[src/rtl/fbr_pkg.sv]
package fbr_pkg;

  typedef enum logic {
    FILT_TRIPLE = 1'b0,
    FILT_SINGLE = 1'b1
  } filt_mode_e;

  // two-of-three vote
  function automatic logic vote3(input logic [2:0] b);
    return (b[0] & b[1]) | (b[0] & b[2]) | (b[1] & b[2]);
  endfunction

  // NRZI: held level gives 1, a change gives 0
  function automatic logic nrzi_bit(input logic cur, input logic prev);
    return ~(cur ^ prev);
  endfunction

endpackage

[src/rtl/fbr_correlator.sv]
module fbr_correlator #(
  parameter int SAMPLE_W  = 8,
  parameter int ACC_W     = 16,
  parameter int DLY_DEPTH = 4
) (
  input  logic                       clk,
  input  logic                       rst_n,
  input  logic                       smp_valid,
  input  logic signed [SAMPLE_W-1:0] smp_data,
  input  logic                       filt_mode,
  output logic                       slice_bit
);
  import fbr_pkg::*;

  localparam int PROD_W = 2 * SAMPLE_W;

  filt_mode_e mode_e;
  assign mode_e = filt_mode_e'(filt_mode);

  // delay line, oldest at the top index
  logic signed [SAMPLE_W-1:0] dly_q [DLY_DEPTH];

  always_ff @(posedge clk) begin
    if (!rst_n) dly_q[0] <= '0;
    else if (smp_valid) dly_q[0] <= smp_data;
  end

  for (genvar i = 1; i < DLY_DEPTH; i++) begin : g_dly
    always_ff @(posedge clk) begin
      if (!rst_n) dly_q[i] <= '0;
      else if (smp_valid) dly_q[i] <= dly_q[i-1];
    end
  end

  function automatic logic signed [ACC_W-1:0] mix(
    input logic signed [SAMPLE_W-1:0] a,
    input logic signed [SAMPLE_W-1:0] b
  );
    logic signed [PROD_W-1:0] p;
    logic signed [ACC_W-1:0]  w;
    p = a * b;
    w = p;
    return w >>> 2;
  endfunction

  function automatic logic signed [ACC_W-1:0] feedback(
    input logic signed [ACC_W-1:0] y,
    input filt_mode_e              m
  );
    if (m == FILT_SINGLE) return y >>> 1;
    return (y >>> 1) + (y >>> 3) + (y >>> 5);
  endfunction

  logic signed [ACC_W-1:0] x1_q, y_q;
  logic signed [ACC_W-1:0] x1_next, y_next;

  always_comb begin
    x1_next = mix(dly_q[DLY_DEPTH-1], smp_data);
    y_next  = x1_q + x1_next + feedback(y_q, mode_e);
  end

  always_ff @(posedge clk) begin
    if (!rst_n) begin
      x1_q <= '0;
      y_q  <= '0;
    end else if (smp_valid) begin
      x1_q <= x1_next;
      y_q  <= y_next;
    end
  end

  assign slice_bit = !y_next[ACC_W-1] && (y_next != '0);

endmodule

[src/rtl/fbr_dpll.sv]
module fbr_dpll #(
  parameter int SAMPLES_PER_BIT = 8,
  parameter int PHASE_BIT       = 8,
  parameter int PHASE_W         = 7
) (
  input  logic               clk,
  input  logic               rst_n,
  input  logic               smp_valid,
  input  logic               slice_bit,
  output logic               edge_seen,
  output logic               bit_tick,
  output logic [2:0]         hist3,
  output logic [PHASE_W-1:0] phase_q
);
  localparam int PHASE_MAX  = SAMPLES_PER_BIT * PHASE_BIT;
  localparam int PHASE_HALF = PHASE_MAX / 2;

  logic [1:0] sh_q;

  // newest decision at bit 0
  assign hist3     = {sh_q, slice_bit};
  assign edge_seen = smp_valid && (slice_bit ^ sh_q[0]);

  function automatic logic [PHASE_W-1:0] advance(
    input logic [PHASE_W-1:0] ph,
    input logic               nudge
  );
    logic [PHASE_W-1:0] p;
    p = ph;
    if (nudge) begin
      if (ph < PHASE_W'(PHASE_HALF)) p = ph + 1'b1;
      else                           p = ph - 1'b1;
    end
    return p + PHASE_W'(PHASE_BIT);
  endfunction

  logic [PHASE_W-1:0] ph_raw;
  assign ph_raw   = advance(phase_q, edge_seen);
  assign bit_tick = smp_valid && (ph_raw >= PHASE_W'(PHASE_MAX));

  always_ff @(posedge clk) begin
    if (!rst_n) begin
      phase_q <= '0;
      sh_q    <= '0;
    end else if (smp_valid) begin
      sh_q    <= hist3[1:0];
      phase_q <= bit_tick ? ph_raw - PHASE_W'(PHASE_MAX) : ph_raw;
    end
  end

endmodule

[src/rtl/fbr_decider.sv]
module fbr_decider (
  input  logic       clk,
  input  logic       rst_n,
  input  logic       bit_tick,
  input  logic [2:0] hist3,
  output logic       bit_valid,
  output logic       bit_data
);
  import fbr_pkg::*;

  logic line_prev_q;
  logic line_now;

  assign line_now = vote3(hist3);

  always_ff @(posedge clk) begin
    if (!rst_n) begin
      line_prev_q <= 1'b0;
      bit_valid   <= 1'b0;
      bit_data    <= 1'b0;
    end else begin
      bit_valid <= bit_tick;
      if (bit_tick) begin
        line_prev_q <= line_now;
        bit_data    <= nrzi_bit(line_now, line_prev_q);
      end
    end
  end

endmodule

[src/rtl/fsk_bit_recover.sv]
module fsk_bit_recover #(
  parameter int SAMPLE_W        = 8,
  parameter int ACC_W           = 16,
  parameter int SAMPLES_PER_BIT = 8,
  parameter int PHASE_BIT       = 8
) (
  input  logic                clk,
  input  logic                rst_n,
  input  logic                smp_valid,
  input  logic [SAMPLE_W-1:0] smp_data,
  input  logic                filt_mode,
  output logic                bit_valid,
  output logic                bit_data
);
  localparam int DLY_DEPTH = SAMPLES_PER_BIT / 2;
  localparam int PHASE_MAX = SAMPLES_PER_BIT * PHASE_BIT;
  localparam int PHASE_W   = $clog2(PHASE_MAX + PHASE_BIT + 2);

  // internal events, named for the checker
  logic               slice_bit;
  logic               edge_seen;
  logic               bit_tick;
  logic [2:0]         hist3;
  logic [PHASE_W-1:0] phase_q;

  fbr_correlator #(
    .SAMPLE_W (SAMPLE_W),
    .ACC_W    (ACC_W),
    .DLY_DEPTH(DLY_DEPTH)
  ) u_corr (
    .clk      (clk),
    .rst_n    (rst_n),
    .smp_valid(smp_valid),
    .smp_data (smp_data),
    .filt_mode(filt_mode),
    .slice_bit(slice_bit)
  );

  fbr_dpll #(
    .SAMPLES_PER_BIT(SAMPLES_PER_BIT),
    .PHASE_BIT      (PHASE_BIT),
    .PHASE_W        (PHASE_W)
  ) u_dpll (
    .clk      (clk),
    .rst_n    (rst_n),
    .smp_valid(smp_valid),
    .slice_bit(slice_bit),
    .edge_seen(edge_seen),
    .bit_tick (bit_tick),
    .hist3    (hist3),
    .phase_q  (phase_q)
  );

  fbr_decider u_dec (
    .clk      (clk),
    .rst_n    (rst_n),
    .bit_tick (bit_tick),
    .hist3    (hist3),
    .bit_valid(bit_valid),
    .bit_data (bit_data)
  );

endmodule

[config.mk]
export PLATFORM = sky130hd
export DESIGN_NAME = fsk_bit_recover
export DESIGN_NICKNAME = d
export VERILOG_FILES = /design/src/rtl/fbr_pkg.sv /design/src/rtl/fbr_correlator.sv /design/src/rtl/fbr_dpll.sv /design/src/rtl/fbr_decider.sv /design/src/rtl/fsk_bit_recover.sv
export SDC_FILE = /design/constraint.sdc
export NUM_CORES = 1
export LEC_CHECK = 0
export BUFFER_PORTS_ARGS = -buffer_cell sky130_fd_sc_hd__buf_2
export CAP_MARGIN = 5
export CORE_MARGIN = 5
export CORE_UTILIZATION = 55
export CTS_BUF_LIST = sky130_fd_sc_hd__clkbuf_4
export DETAILED_ROUTE_END_ITERATION = 6
export PLACE_DENSITY = 0.71
export SYNTH_ARGS = -nofsm -noshare
export SYNTH_HDL_FRONTEND = slang
export SYNTH_SLANG_ARGS = --single-unit
export TNS_END_PERCENT = 20
[constraint.sdc]
create_clock -name clk -period 13.43 [get_ports clk]
set_clock_uncertainty 0.15 [all_clocks]
set_input_delay 2.0145 -clock clk [delete_from_list [all_inputs] [get_ports clk]]
set_output_delay 2.0145 -clock clk [all_outputs]
set_load 0.01 [all_outputs]
## Yosys cells after proc, flatten, opt, wreduce, memory -nomap -nowiden

Memories as Yosys holds them, arrays and structs flattened.
Cells that the tools add are included.

- Register bits: 42
- Memory bits (writable): 32
- Input port bits: 12
- Output and inout bits: 2
- Word-level logic and storage cells: 50
- Memories: 1

Memories:

| name | depth | width | rd ports | clocked after Yosys merged registers in | wr ports | RTL line | source |
|---|---|---|---|---|---|---|---|
| u_corr.dly_q | 4 | 8 | 4 | 0 | 4 | fbr_correlator.sv:21 | `logic signed [SAMPLE_W-1:0] dly_q [DLY_DEPTH];` |

- $add $sub $neg: 8
- Multiply operators: 1
- Order comparisons: 2
- Muxes and demuxes: 14
- Bitwise gates (word level): 12
- Reduce and logical (&&, ||, !) cells: 5

Operators by type and width:

| operator | count |
|---|---|
| $mux 16 | 2 |
| $mux 8 | 4 |
| $mux 7 | 3 |
| $add 15x13->16 | 1 |
| $add 16x11->16 | 1 |
| $add 16x16->16 | 1 |
| $mul 8x8->16 | 1 |
| $reduce_bool 16->1 | 1 |
| $add 14x14->15 | 1 |
| $add 7x1->7 const B | 1 |
| $add 7x4->7 const B | 1 |
| $ge 7x7->1 const B | 1 |
| $lt 7x6->1 const B | 1 |
| $sub 7x1->7 const B | 1 |
| $sub 7x7->7 const B | 1 |
| $or 1x1->1 | 6 |
| $mux 1 | 5 |
| $and 1x1->1 | 3 |
| $logic_and 1x1->1 | 3 |
| $xor 1x1->1 | 2 |
| $logic_not 1->1 | 1 |
| $not 1->1 | 1 |

## Depth between registers and ports, before layout

Gate-level depths: netlist (run 1).

- Depth in word-level cells: 13
- Depth in mapped cells: 43

## By module

A second synthesis (run 1) with hierarchy kept.

- Cells, all modules: 811
- Area, all modules: 7701.1 µm²

By module, submodules not included:

| module | times used | cells an instance | area each (µm²) | sequential area each (µm²) |
|---|---|---|---|---|
| fbr_correlator | 1 | 717 | 6820.3 | 1541.5 |
| fbr_dpll | 1 | 84 | 768.2 | 180.2 |
| fbr_decider | 1 | 10 | 112.6 | 60.1 |

## Worst setup path before layout (run 1)

No wires, ideal clock.

- Path type: in2reg
- From: in smp_data[4]
- To: reg u_dec.bit_data
- Data arrival time: 10.410 ns
- Required time: 13.206 ns
- Slack: 2.796 ns
- Stages on the path: 40
- Buffers on the path: 2
- Path through: clkbuf_1 and2_1 fa_1 inv_1 fa_1 inv_1 fa_1 inv_1 fa_1 inv_1 ha_1 inv_1 o21bai_1 a21oi_1 o21bai_1 a41o_1 nor2_1 xnor2_1 (+4 left out) nor2_1 nor2_1 ha_1 a21oi_1 o21a_1 a311oi_1 or3_4 and3_2 a211oi_1 ha_1 and2_1 clkbuf_1 mux2i_1 or2_2 or3_1 a21oi_1 o21ai_0 a31oi_1

- Longest elaborated chain between the ends: 11
- Elaborated cells on any way between the ends: 18
- Those cells by class: 3 x add/sub; 1 x mul; 1 x order compare; 1 x mux; 7 x bitwise; 5 x reduce/logical

RTL lines:

| what | RTL line | source |
|---|---|---|
| from (decl) | fsk_bit_recover.sv:10 | `input logic [SAMPLE_W-1:0] smp_data,` |
| $mul 8x8->16 * | fbr_correlator.sv:41 | `p = a * b;` |
| named net u_corr.x1_next[11] | fbr_correlator.sv:55 | `logic signed [ACC_W-1:0] x1_next, y_next;` |
| $add 14x14->15 * | fbr_correlator.sv:59 | `y_next = x1_q + x1_next + feedback(y_q, mode_e);` |
| $add 16x16->16 * | fbr_correlator.sv:59 |  |
| $reduce_bool 16->1 / $logic_not 1->1 (equally long branches) | fbr_correlator.sv:72 | `assign slice_bit = !y_next[ACC_W-1] && (y_next != '0);` |
| $logic_and 1x1->1 * | fbr_correlator.sv:72 |  |
| named net hist3[0] | fsk_bit_recover.sv:23 | `logic [2:0] hist3;` |
| $xor 1x1->1 | fbr_dpll.sv:22 | `assign edge_seen = smp_valid && (slice_bit ^ sh_q[0]);` |
| $logic_and 1x1->1 | fbr_dpll.sv:22 |  |
| $mux 7 | fbr_dpll.sv:30 | `if (nudge) begin` |
| $add 7x4->7 | fbr_dpll.sv:34 | `return p + PHASE_W'(PHASE_BIT);` |
| $ge 7x7->1 | fbr_dpll.sv:39 | `assign bit_tick = smp_valid && (ph_raw >= PHASE_W'(PHASE_MAX));` |
| $logic_and 1x1->1 | fbr_dpll.sv:39 |  |
| to (signal assigned) | fbr_decider.sv:25 | `bit_data <= nrzi_bit(line_now, line_prev_q);` |
| to (decl) | fbr_decider.sv:7 | `output logic bit_data` |

Mark *: on every way through the listed nets, which the timed path passes. The rest lies on a longest branch.
A chain may end at the register's enable or synchronous reset.

## Worst setup path in the final report (run 1)

Ends and elaborated chain as after synthesis.

==> results of run 1 <==
-- per-stage QoR --
stage	instances	hold slack, ns
after global routing	1065	0.3797
after CTS	1065	0.3382
after detailed placement	1049	0.3172
after floorplan	876	0.2953
after global placement	1049	0.3196
final	1065	0.3347
-- cells in the mapped netlist, drive strengths merged, types with 11 or more instances --
master	n	share of area
fa	71	0.18
a21o	14	0.013
o21bai	11	0.010
nand2	55	0.026
or3	12	0.010
edfxtp	32	0.12
nor2b	24	0.019
dfxtp	41	0.10
clkbuf	24	0.011
nor3	12	0.0075
xnor2	36	0.039
a21oi	37	0.023
mux2i	11	0.014
and2	43	0.033
ha	77	0.12
and3	41	0.032
xor2	11	0.012
inv	118	0.055
o21ai	31	0.019
o21a	12	0.011
nor2	32	0.015
-- worst max-delay path: cells and delay by family --
kind,cells,cell delay (ns)
buffers and inverters,6,0.42
and+or+nand+nor,9,1.88
xor gates and xnor gates,1,0.17
AOI/OAI and AO/OA,17,3.11
adders and majority gates,8,3.35
-- worst paths after layout --
| check | from | end | slack, ns |
|---|---|---|---|
| hold / removal | u_dpll.phase_q[2]$_SDFFE_PN0P_ | u_dpll.phase_q[2]$_SDFFE_PN0P_ | 0.33 |
| hold reg to reg | u_dpll.phase_q[2]$_SDFFE_PN0P_ | u_dpll.phase_q[2]$_SDFFE_PN0P_ | 0.33 |
| setup reg to reg | u_corr.dly_q[3][3]$_SDFFCE_PN0P_ | u_dec.bit_data$_SDFFE_PN0P_ | 3.84 |
| setup / recovery | smp_data[4] | u_dec.bit_data$_SDFFE_PN0P_ | 2.73 |
-- per-layer routing --
metal / vias up / share of wire / track usage
met5: - / 0 / 0
met4: 0 / 0.013 / 0.05566
met3: 15 / 0.024 / 0.03211
met2: 61 / 0.48 / 0.3077
met1: 2941 / 0.49 / 0.2700
li1: 3032 / - / -
-- kinds of logic (layout without fill, tap and decap cells) --
logic type                 count (synthesis)  count (layout)
xor gates and xnor gates                  47              47
and+or+nand+nor                          264             264
DFF                                       73              73
buffers and inverters                    145             150
AOI/OAI and AO/OA                        182             182
adders and majority gates                148             148
muxes                                     17              17
-- sequential cells by signal, summed over array words and instances, names as in the netlist --
register	flops
u_corr.x1_q	14
u_corr.y_q	15
u_dpll.sh_q	2
u_dec.bit_data	1
u_corr.dly_q	32
u_dpll.phase_q	7
u_dec.line_prev_q	1
u_dec.bit_valid	1
-- cell type report --
class,instances,area (um^2)
Multi-Input combinational cell,658,5699
Sequential cell,73,1782
Fill cell,1278,6050
Clock buffer,9,67.56
Clock inverter,7,65.06
Inverter,118,442.9
Timing Repair Buffer,16,87.58
Tap cell,184,230.2
==> flow_metrics.env, run 1 <==
export IMPL_outcome="finished, final reports clean"
export IMPL_clockRootBuffer="clkbuf_4"
export IMPL_port_buffers=13
export IMPL_finalWirelength_um=15350
export IMPL_drv_slew=0
export IMPL_antenna_found_initial=0
export IMPL_cpMaxStageDelayCell="fa_1"
export IMPL_ys_seq_elements=73
export IMPL_slowest_delay_ns=0.54
export IMPL_grt_setup_unrepaired="false"
export IMPL_drive_gt1_frac=0.06129
export IMPL_synth_xor_area_frac=0.05124
export IMPL_maxCapViolations=0
export IMPL_die_h_um=130.9
export IMPL_synth_cells=876
export IMPL_start_kind="primary input"
export IMPL_cts_tree="done"
export IMPL_synth_area_per_cell_um2=9.171
export IMPL_nets=1036
export IMPL_layout_common_cells="118 x inv_1, 77 x ha_1, 71 x fa_1, 55 x nand2_1, 43 x and2_1"
export IMPL_finish_instance_area_mm2=0.008374
export IMPL_core_mm2=0.01442
export IMPL_worstSetupPathType="primary input to register"
export IMPL_htreeDepth=3
export IMPL_antenna_left=0
export IMPL_slew_headroom=0.2676
export IMPL_synthSimpleGateAreaFrac=0.1805
export IMPL_pre_cts_ws_ns=2.221
export IMPL_hold_viol_final=0
export IMPL_final_common_cell="inv_1"
export IMPL_clkLatencyLatePin_ns=0.48
export IMPL_rows=44
export IMPL_cts_sinks=73
export IMPL_initialDrtViolationCount=304
export IMPL_ff2ff_path_depth=40
export IMPL_async_reset_ff_frac=0
export IMPL_tns_ns=0
export IMPL_muxShareOfSynthArea=0.02211
export IMPL_dieArea_mm2=0.01712
export IMPL_period_share=0.7968
export IMPL_synth_compound_area_frac=0.1587
export IMPL_drc=0
export IMPL_worstHoldPathType="register to register"
export IMPL_num_antenna_cells=0
export IMPL_hpwl_um=11780
export IMPL_synth_area_mm2=0.008034
export IMPL_synth_nets=1036
export IMPL_hold_path_depth=2
export IMPL_dr_pass1_iters=5
export IMPL_placed_area_mm2=0.008242
export IMPL_first_global_vias=5628
export IMPL_cts_buffers=9
export IMPL_setup_viol_count_final=0
export IMPL_synth_edf_count=32
export IMPL_max_slew_worst_pin_slew_ns=1.096
export IMPL_overflow=0
export IMPL_cp_required_ns=13.68
export IMPL_synth_top_family_by_area="adder cells"
export IMPL_timing_critical_path_mode_cell="inv_1"
export IMPL_vias=6049
export IMPL_grt_usage=0.1923
export IMPL_grt_max_degree=65
export IMPL_final_util=0.5806
export IMPL_yosys_warnings=0
export IMPL_cts_setup_buffers=0
export IMPL_cp_end_kind="register"
export IMPL_routed_via_density=5.680
export IMPL_max_freq_ghz=0.09345
export IMPL_grt_pass1_wl_um=26480
export IMPL_yosysSeqAreaShare=0.2218
export IMPL_crit_arrival_ns=10.96
export IMPL_critPathMaxFanout=9
export IMPL_avgRoutedWirePerCell_um=14.41
export IMPL_cts_max_path_buffers=2
export IMPL_ys_types=68
export IMPL_gp_congestion=0.8661
export IMPL_ctsResizeCount=0
export IMPL_start_util=0.5570
export IMPL_postCtsHoldBufs=0
export IMPL_fin_ws_ns=2.729
export IMPL_ios=14
export IMPL_clk_pin_slew_worst_paths_ns=0.15
export IMPL_synthAdderAreaFrac=0.2968
export IMPL_syn_to_final_growth_pct=4.236
export IMPL_die_x_um=130.9
export IMPL_synth_ff_type="dfxtp_1"
export IMPL_layout_min_cycle_time_ns=10.70
Power of run 1 is left out: the tool's default activity adds up to more than one toggle a clock period on the data nets, which glitch-free logic cannot reach.
==> inputs of run 2 (changes only) <==
Settings changed: PLACE_DENSITY 0.71 to 0.74.
Clock period 13.43 ns to 9.62 ns, I/O delays scaled along.
==> run 2 against run 1 <==
Register-to-register slack worse by 3.4 ns. Cell area grew 13%. Sequential share of layout area is 2.4 points lower. Global-route usage up 1.1 points. The run now ends with setup timing left. Setup slack got worse by 2.7 ns. Via count grew 6.0%. Non-clock buffer count is 96 higher. Core utilization increased by 7.4 points. Hold slack lost 0.0039 ns. Sequential cell count is the same. Die area unchanged. Count of clock-buffer cells in the layout did not move.
==> flow_metrics.env, run 2 (synthesis results as in run 1) <==
export IMPL_die_h_um=130.9
export IMPL_cts_tree="done"
export IMPL_holdPathEnd="u_dpll.phase_q[2]$_SDFFE_PN0P_"
export IMPL_path_buf_inv=8
export IMPL_max_freq_ghz=0.1039
export IMPL_core_mm2=0.01442
export IMPL_cp_top_family="adder cells"
export IMPL_htreeDepth=3
export IMPL_layout_min_cycle_time_ns=9.628
export IMPL_setup_viol_count_final=1
export IMPL_postCtsHoldBufs=0
export IMPL_clk_pin_slew_worst_paths_ns=0.14
export IMPL_top_regs="u_corr.dly_q: 32 flops, u_corr.y_q: 15 flops, u_corr.x1_q: 14 flops"
export IMPL_nets=1132
export IMPL_routed_via_density=5.525
export IMPL_grt_pass1_wl_um=28120
export IMPL_grt_max_degree=65
export IMPL_clockRootBuffer="clkbuf_4"
export IMPL_layout_common_cells="111 x inv_1, 97 x buf_4, 72 x ha_1, 69 x fa_1, 53 x nand2_1"
export IMPL_drc=0
export IMPL_ff2ff_path_depth=37
export IMPL_die_x_um=130.9
export IMPL_slew_headroom=0.1912
export IMPL_first_global_vias=6272
export IMPL_hold_viol_final=0
export IMPL_worstSetupPathType="primary input to register"
export IMPL_cp_end_kind="register"
export IMPL_grt_usage=0.2031
export IMPL_violations="setup timing"
export IMPL_dieArea_mm2=0.01712
export IMPL_dr_pass1_iters=5
export IMPL_final_common_cell="inv_1"
export IMPL_critPathLaunch="smp_data[2]"
export IMPL_syn_to_final_growth_pct=17.58
export IMPL_overflow=0
export IMPL_start_kind="primary input"
export IMPL_rrSetupSlack_ns=0.42
export IMPL_cts_sinks=73
export IMPL_reg2reg_from="u_corr.dly_q[3][5]$_SDFFCE_PN0P_"
export IMPL_final_util=0.6549
export IMPL_rows=44
export IMPL_antenna_found_initial=0
export IMPL_maxCapViolations=0
export IMPL_start_util=0.5570
export IMPL_vias=6414
export IMPL_grt_setup_unrepaired="true"
export IMPL_crit_arrival_ns=9.88
export IMPL_outcome="complete, but fails checks"
export IMPL_min_from="u_dpll.phase_q[2]$_SDFFE_PN0P_"
export IMPL_cts_buffers=9
export IMPL_timing_critical_path_mode_cell="inv_2"
export IMPL_clkLatencyLatePin_ns=0.47
export IMPL_max_slew_worst_pin_slew_ns=1.211
export IMPL_worstHoldPathType="register to register"
export IMPL_slowest_delay_ns=0.55
export IMPL_largest_reg_flops=32
export IMPL_num_antenna_cells=0
export IMPL_hold_path_depth=2
export IMPL_drive_gt1_frac=0.2016
export IMPL_initialDrtViolationCount=355
export IMPL_antenna_left=0
export IMPL_finalWirelength_um=17080
export IMPL_regMostFlops="u_corr.dly_q"
export IMPL_ios=14
export IMPL_cp_required_ns=9.87
export IMPL_fin_ws_ns=-0.007610
export IMPL_hpwl_um=12670
export IMPL_critPathMaxFanout=6
export IMPL_r2r_end="u_dec.bit_data$_SDFFE_PN0P_"
export IMPL_gp_congestion=0.9153
export IMPL_port_buffers=13
export IMPL_avgRoutedWirePerCell_um=14.71
export IMPL_cpMaxStageDelayCell="fa_1"
export IMPL_crit_cells=38
export IMPL_tns_ns=-0.007610
export IMPL_cts_max_path_buffers=2
export IMPL_period_share=1.001
export IMPL_drv_slew=0
run 2: changes by cell type in the layout (fill, tap and decap cells not counted), sizes merged:
| cell | delta |
|---|---|
| buf | +95 |
| clkbuf | +1 |
| bufinv | +2 |
| inv | -4 |
| clkinv | +2 |
run 2: worst max path at each step:
stage,to,slack (ns)
2_1_floorplan,u_dec.bit_data$_SDFFE_PN0P_,0.02
3_3_place_gp,u_dec.bit_data$_SDFFE_PN0P_,-0.23
3_5_place_dp,u_dec.bit_data$_SDFFE_PN0P_,-0.47
4_1_cts,u_dec.bit_data$_SDFFE_PN0P_,0.04
5_1_grt,u_dec.line_prev_q$_SDFFE_PN0P_,-0.27
6_report,u_dec.bit_data$_SDFFE_PN0P_,-0.008
run 2: timing repair:
action                                  in CTS  in global routing
resized for setup                            0                 69
buffers inserted                             0                 11
endpoints found under the setup margin       0                  5
hold endpoints to repair                     0                  0
run 2: routing by layer:
layer	track usage	routed length (um)
met1	0.2729	7781
met2	0.3428	8466
met3	0.03374	610
met4	0.05142	218
met5	0	0
run 2: worst min-delay path: stages, from the launching register on:
cell      delay, ns
dfxtp_1        0.34
nand2_1        0.05
a21boi_0       0.06
run 2: layout make-up:
type                    instances  area, um^2
multi-input cells             658        5964
fillers                      1209        4977
flip-flops and latches         73        1782
repair buffers                112       857.1
inverters                     118       442.9
well taps                     184       230.2
clock inverters                 7       102.6
clock buffers                   9       67.56
run 2: through the flow:
stage                     std cells  hold slack, ns  cell area [um^2]  setup WS [ns]
after floorplan                 876          0.2953              8097        0.02309
after global placement         1134          0.3087              8921        -0.2322
after detailed placement       1134          0.3150              8921        -0.4667
after CTS                      1150          0.3352              9091        0.03539
after global routing           1161          0.3754              9447        -0.2651
final                          1161          0.3308              9447      -0.007610
Power of run 2 is left out for the same reason.
==> inputs of run 3 (changes only) <==
Settings changed: BUFFER_PORTS_ARGS -buffer_cell sky130_fd_sc_hd__buf_2 to -buffer_cell sky130_fd_sc_hd__buf_4, PLACE_DENSITY 0.74 to 0.71.
Clock period 9.62 ns to 12.2 ns, I/O delays scaled along.
==> run 3 against run 2 <==
The run now ends clean. Sequential cell count stayed put. Count of clock-buffer cells in the layout is 1 higher. Routed wire length fell by 10%. Cell count is 8.4% lower. Setup slack gained 1.6 ns. Hold slack improved by 0.013 ns. Global-route usage down 1.2 points. Register-to-register slack gained 2.1 ns. First-iteration DRC count fell by 6.2%. Critical path type unchanged. Critical endpoint unchanged. Highest routed layer unchanged.
==> flow_metrics.env, run 3 (synthesis results as in run 1) <==
export IMPL_outcome="finished, final reports clean"
export IMPL_slowest_delay_ns=0.53
export IMPL_postCtsHoldBufs=0
export IMPL_htreeDepth=3
export IMPL_cpMaxStageDelayCell="fa_1"
export IMPL_syn_to_final_growth_pct=4.890
export IMPL_gp_congestion=0.8741
export IMPL_clkLatencyLatePin_ns=0.45
export IMPL_clockRootBuffer="clkbuf_4"
export IMPL_r2r_end="u_dec.bit_data$_SDFFE_PN0P_"
export IMPL_cts_max_path_buffers=2
export IMPL_first_global_vias=5644
export IMPL_rrSetupSlack_ns=2.53
export IMPL_regMostFlops="u_corr.dly_q"
export IMPL_largest_reg_flops=32
export IMPL_period_share=0.8661
export IMPL_grt_usage=0.1912
export IMPL_start_kind="primary input"
export IMPL_die_h_um=130.9
export IMPL_cts_setup_buffers=0
export IMPL_drc=0
export IMPL_worstHoldPathType="register to register"
export IMPL_final_common_cell="inv_1"
export IMPL_core_mm2=0.01442
export IMPL_ios=14
export IMPL_placedCellCount=1047
export IMPL_vias=6036
export IMPL_die_x_um=130.9
export IMPL_routed_via_density=5.678
export IMPL_antenna_found_initial=0
export IMPL_cts_tree="done"
export IMPL_cts_buffers=9
export IMPL_maxCapViolations=0
export IMPL_tns_ns=0
export IMPL_max_freq_ghz=0.09464
export IMPL_ff2ff_path_depth=40
export IMPL_avgRoutedWirePerCell_um=14.41
export IMPL_final_util=0.5842
export IMPL_port_buffers=13
export IMPL_layout_common_cells="118 x inv_1, 77 x ha_1, 71 x fa_1, 55 x nand2_1, 43 x and2_1"
export IMPL_finalWirelength_um=15320
export IMPL_dieArea_mm2=0.01712
export IMPL_drive_gt1_frac=0.05916
export IMPL_num_antenna_cells=0
export IMPL_max_slew_worst_pin_slew_ns=0.9448
export IMPL_initialDrtViolationCount=333
export IMPL_top_regs="u_corr.dly_q: 32 flops, u_corr.y_q: 15 flops, u_corr.x1_q: 14 flops"
export IMPL_timing_critical_path_mode_cell="inv_1"
export IMPL_hpwl_um=11630
export IMPL_layout_min_cycle_time_ns=10.57
export IMPL_slew_headroom=0.3689
export IMPL_stdcell_count=1063
export IMPL_critPathMaxFanout=9
export IMPL_rows=44
export IMPL_dr_pass1_iters=5
export IMPL_nets=1034
export IMPL_holdPathEnd="u_corr.x1_q[4]$_SDFFE_PN0P_"
export IMPL_worstSetupPathType="primary input to register"
export IMPL_cts_sinks=73
export IMPL_start_util=0.5570
export IMPL_drv_slew=0
export IMPL_reg2reg_from="u_corr.dly_q[3][3]$_SDFFCE_PN0P_"
export IMPL_min_from="u_corr.x1_q[4]$_SDFFE_PN0P_"
export IMPL_crit_arrival_ns=10.82
export IMPL_grt_max_degree=66
export IMPL_cp_required_ns=12.45
export IMPL_cp_end_kind="register"
export IMPL_setup_viol_count_final=0
export IMPL_antenna_left=0
export IMPL_ctsResizeCount=0
export IMPL_hold_path_depth=2
export IMPL_clk_pin_slew_worst_paths_ns=0.14
export IMPL_grt_pass1_wl_um=26410
export IMPL_overflow=0
export IMPL_grt_setup_unrepaired="false"
export IMPL_hold_viol_final=0
run 3: per-stage QoR:
step	setup WS, ns	hold slack (ns)	area, um^2
floorplan	1.751	0.2953	8034
global placement	1.452	0.3195	8259
finish	1.633	0.3442	8427
CTS	1.662	0.3485	8427
detailed placement	1.162	0.3273	8259
global route	0.9777	0.3694	8427
run 3: layer usage:
metal  wire length [um]  GRT usage  vias up  share of wire
li1                   -          -     3020              -
met3                438    0.03211       16          0.029
met5                  0          0        -              0
met4                180    0.04658        0          0.012
met1               7371     0.2693     2936           0.48
met2               7328     0.3089       64           0.48
run 3: area by class of cell:
type / count / area (um^2)
clock buffers: 10 / 75.07
flip-flops and latches: 73 / 1782
clock inverters: 6 / 92.59
well taps: 184 / 230.2
repair buffers: 14 / 105.1
inverters: 118 / 442.9
multi-input cells: 658 / 5699
fillers: 1304 / 5997
run 3: worst max-delay path by stage:
stage                      from                        endpoint  slack [ns]  cells after the start
floorplan           smp_data[4]     u_dec.bit_data$_SDFFE_PN0P_        1.75                     40
global placement    smp_data[4]     u_dec.bit_data$_SDFFE_PN0P_        1.45                     41
detailed placement  smp_data[4]     u_dec.bit_data$_SDFFE_PN0P_        1.16                     41
CTS                 smp_data[4]     u_dec.bit_data$_SDFFE_PN0P_        1.66                     41
global route        smp_data[4]  u_dec.line_prev_q$_SDFFE_PN0P_        0.98                     41
finish              smp_data[4]     u_dec.bit_data$_SDFFE_PN0P_        1.63                     41
run 3: worst max-delay path, delay by kind of cell:
| family | cells | cell delay, ns |
|---|---|---|
| compound gates | 17 | 3.15 |
| fa+ha+maj | 8 | 3.33 |
| xor+xnor | 1 | 0.18 |
| buf+inv | 6 | 0.41 |
| simple gates | 9 | 1.88 |
Power of run 3 is left out for the same reason.
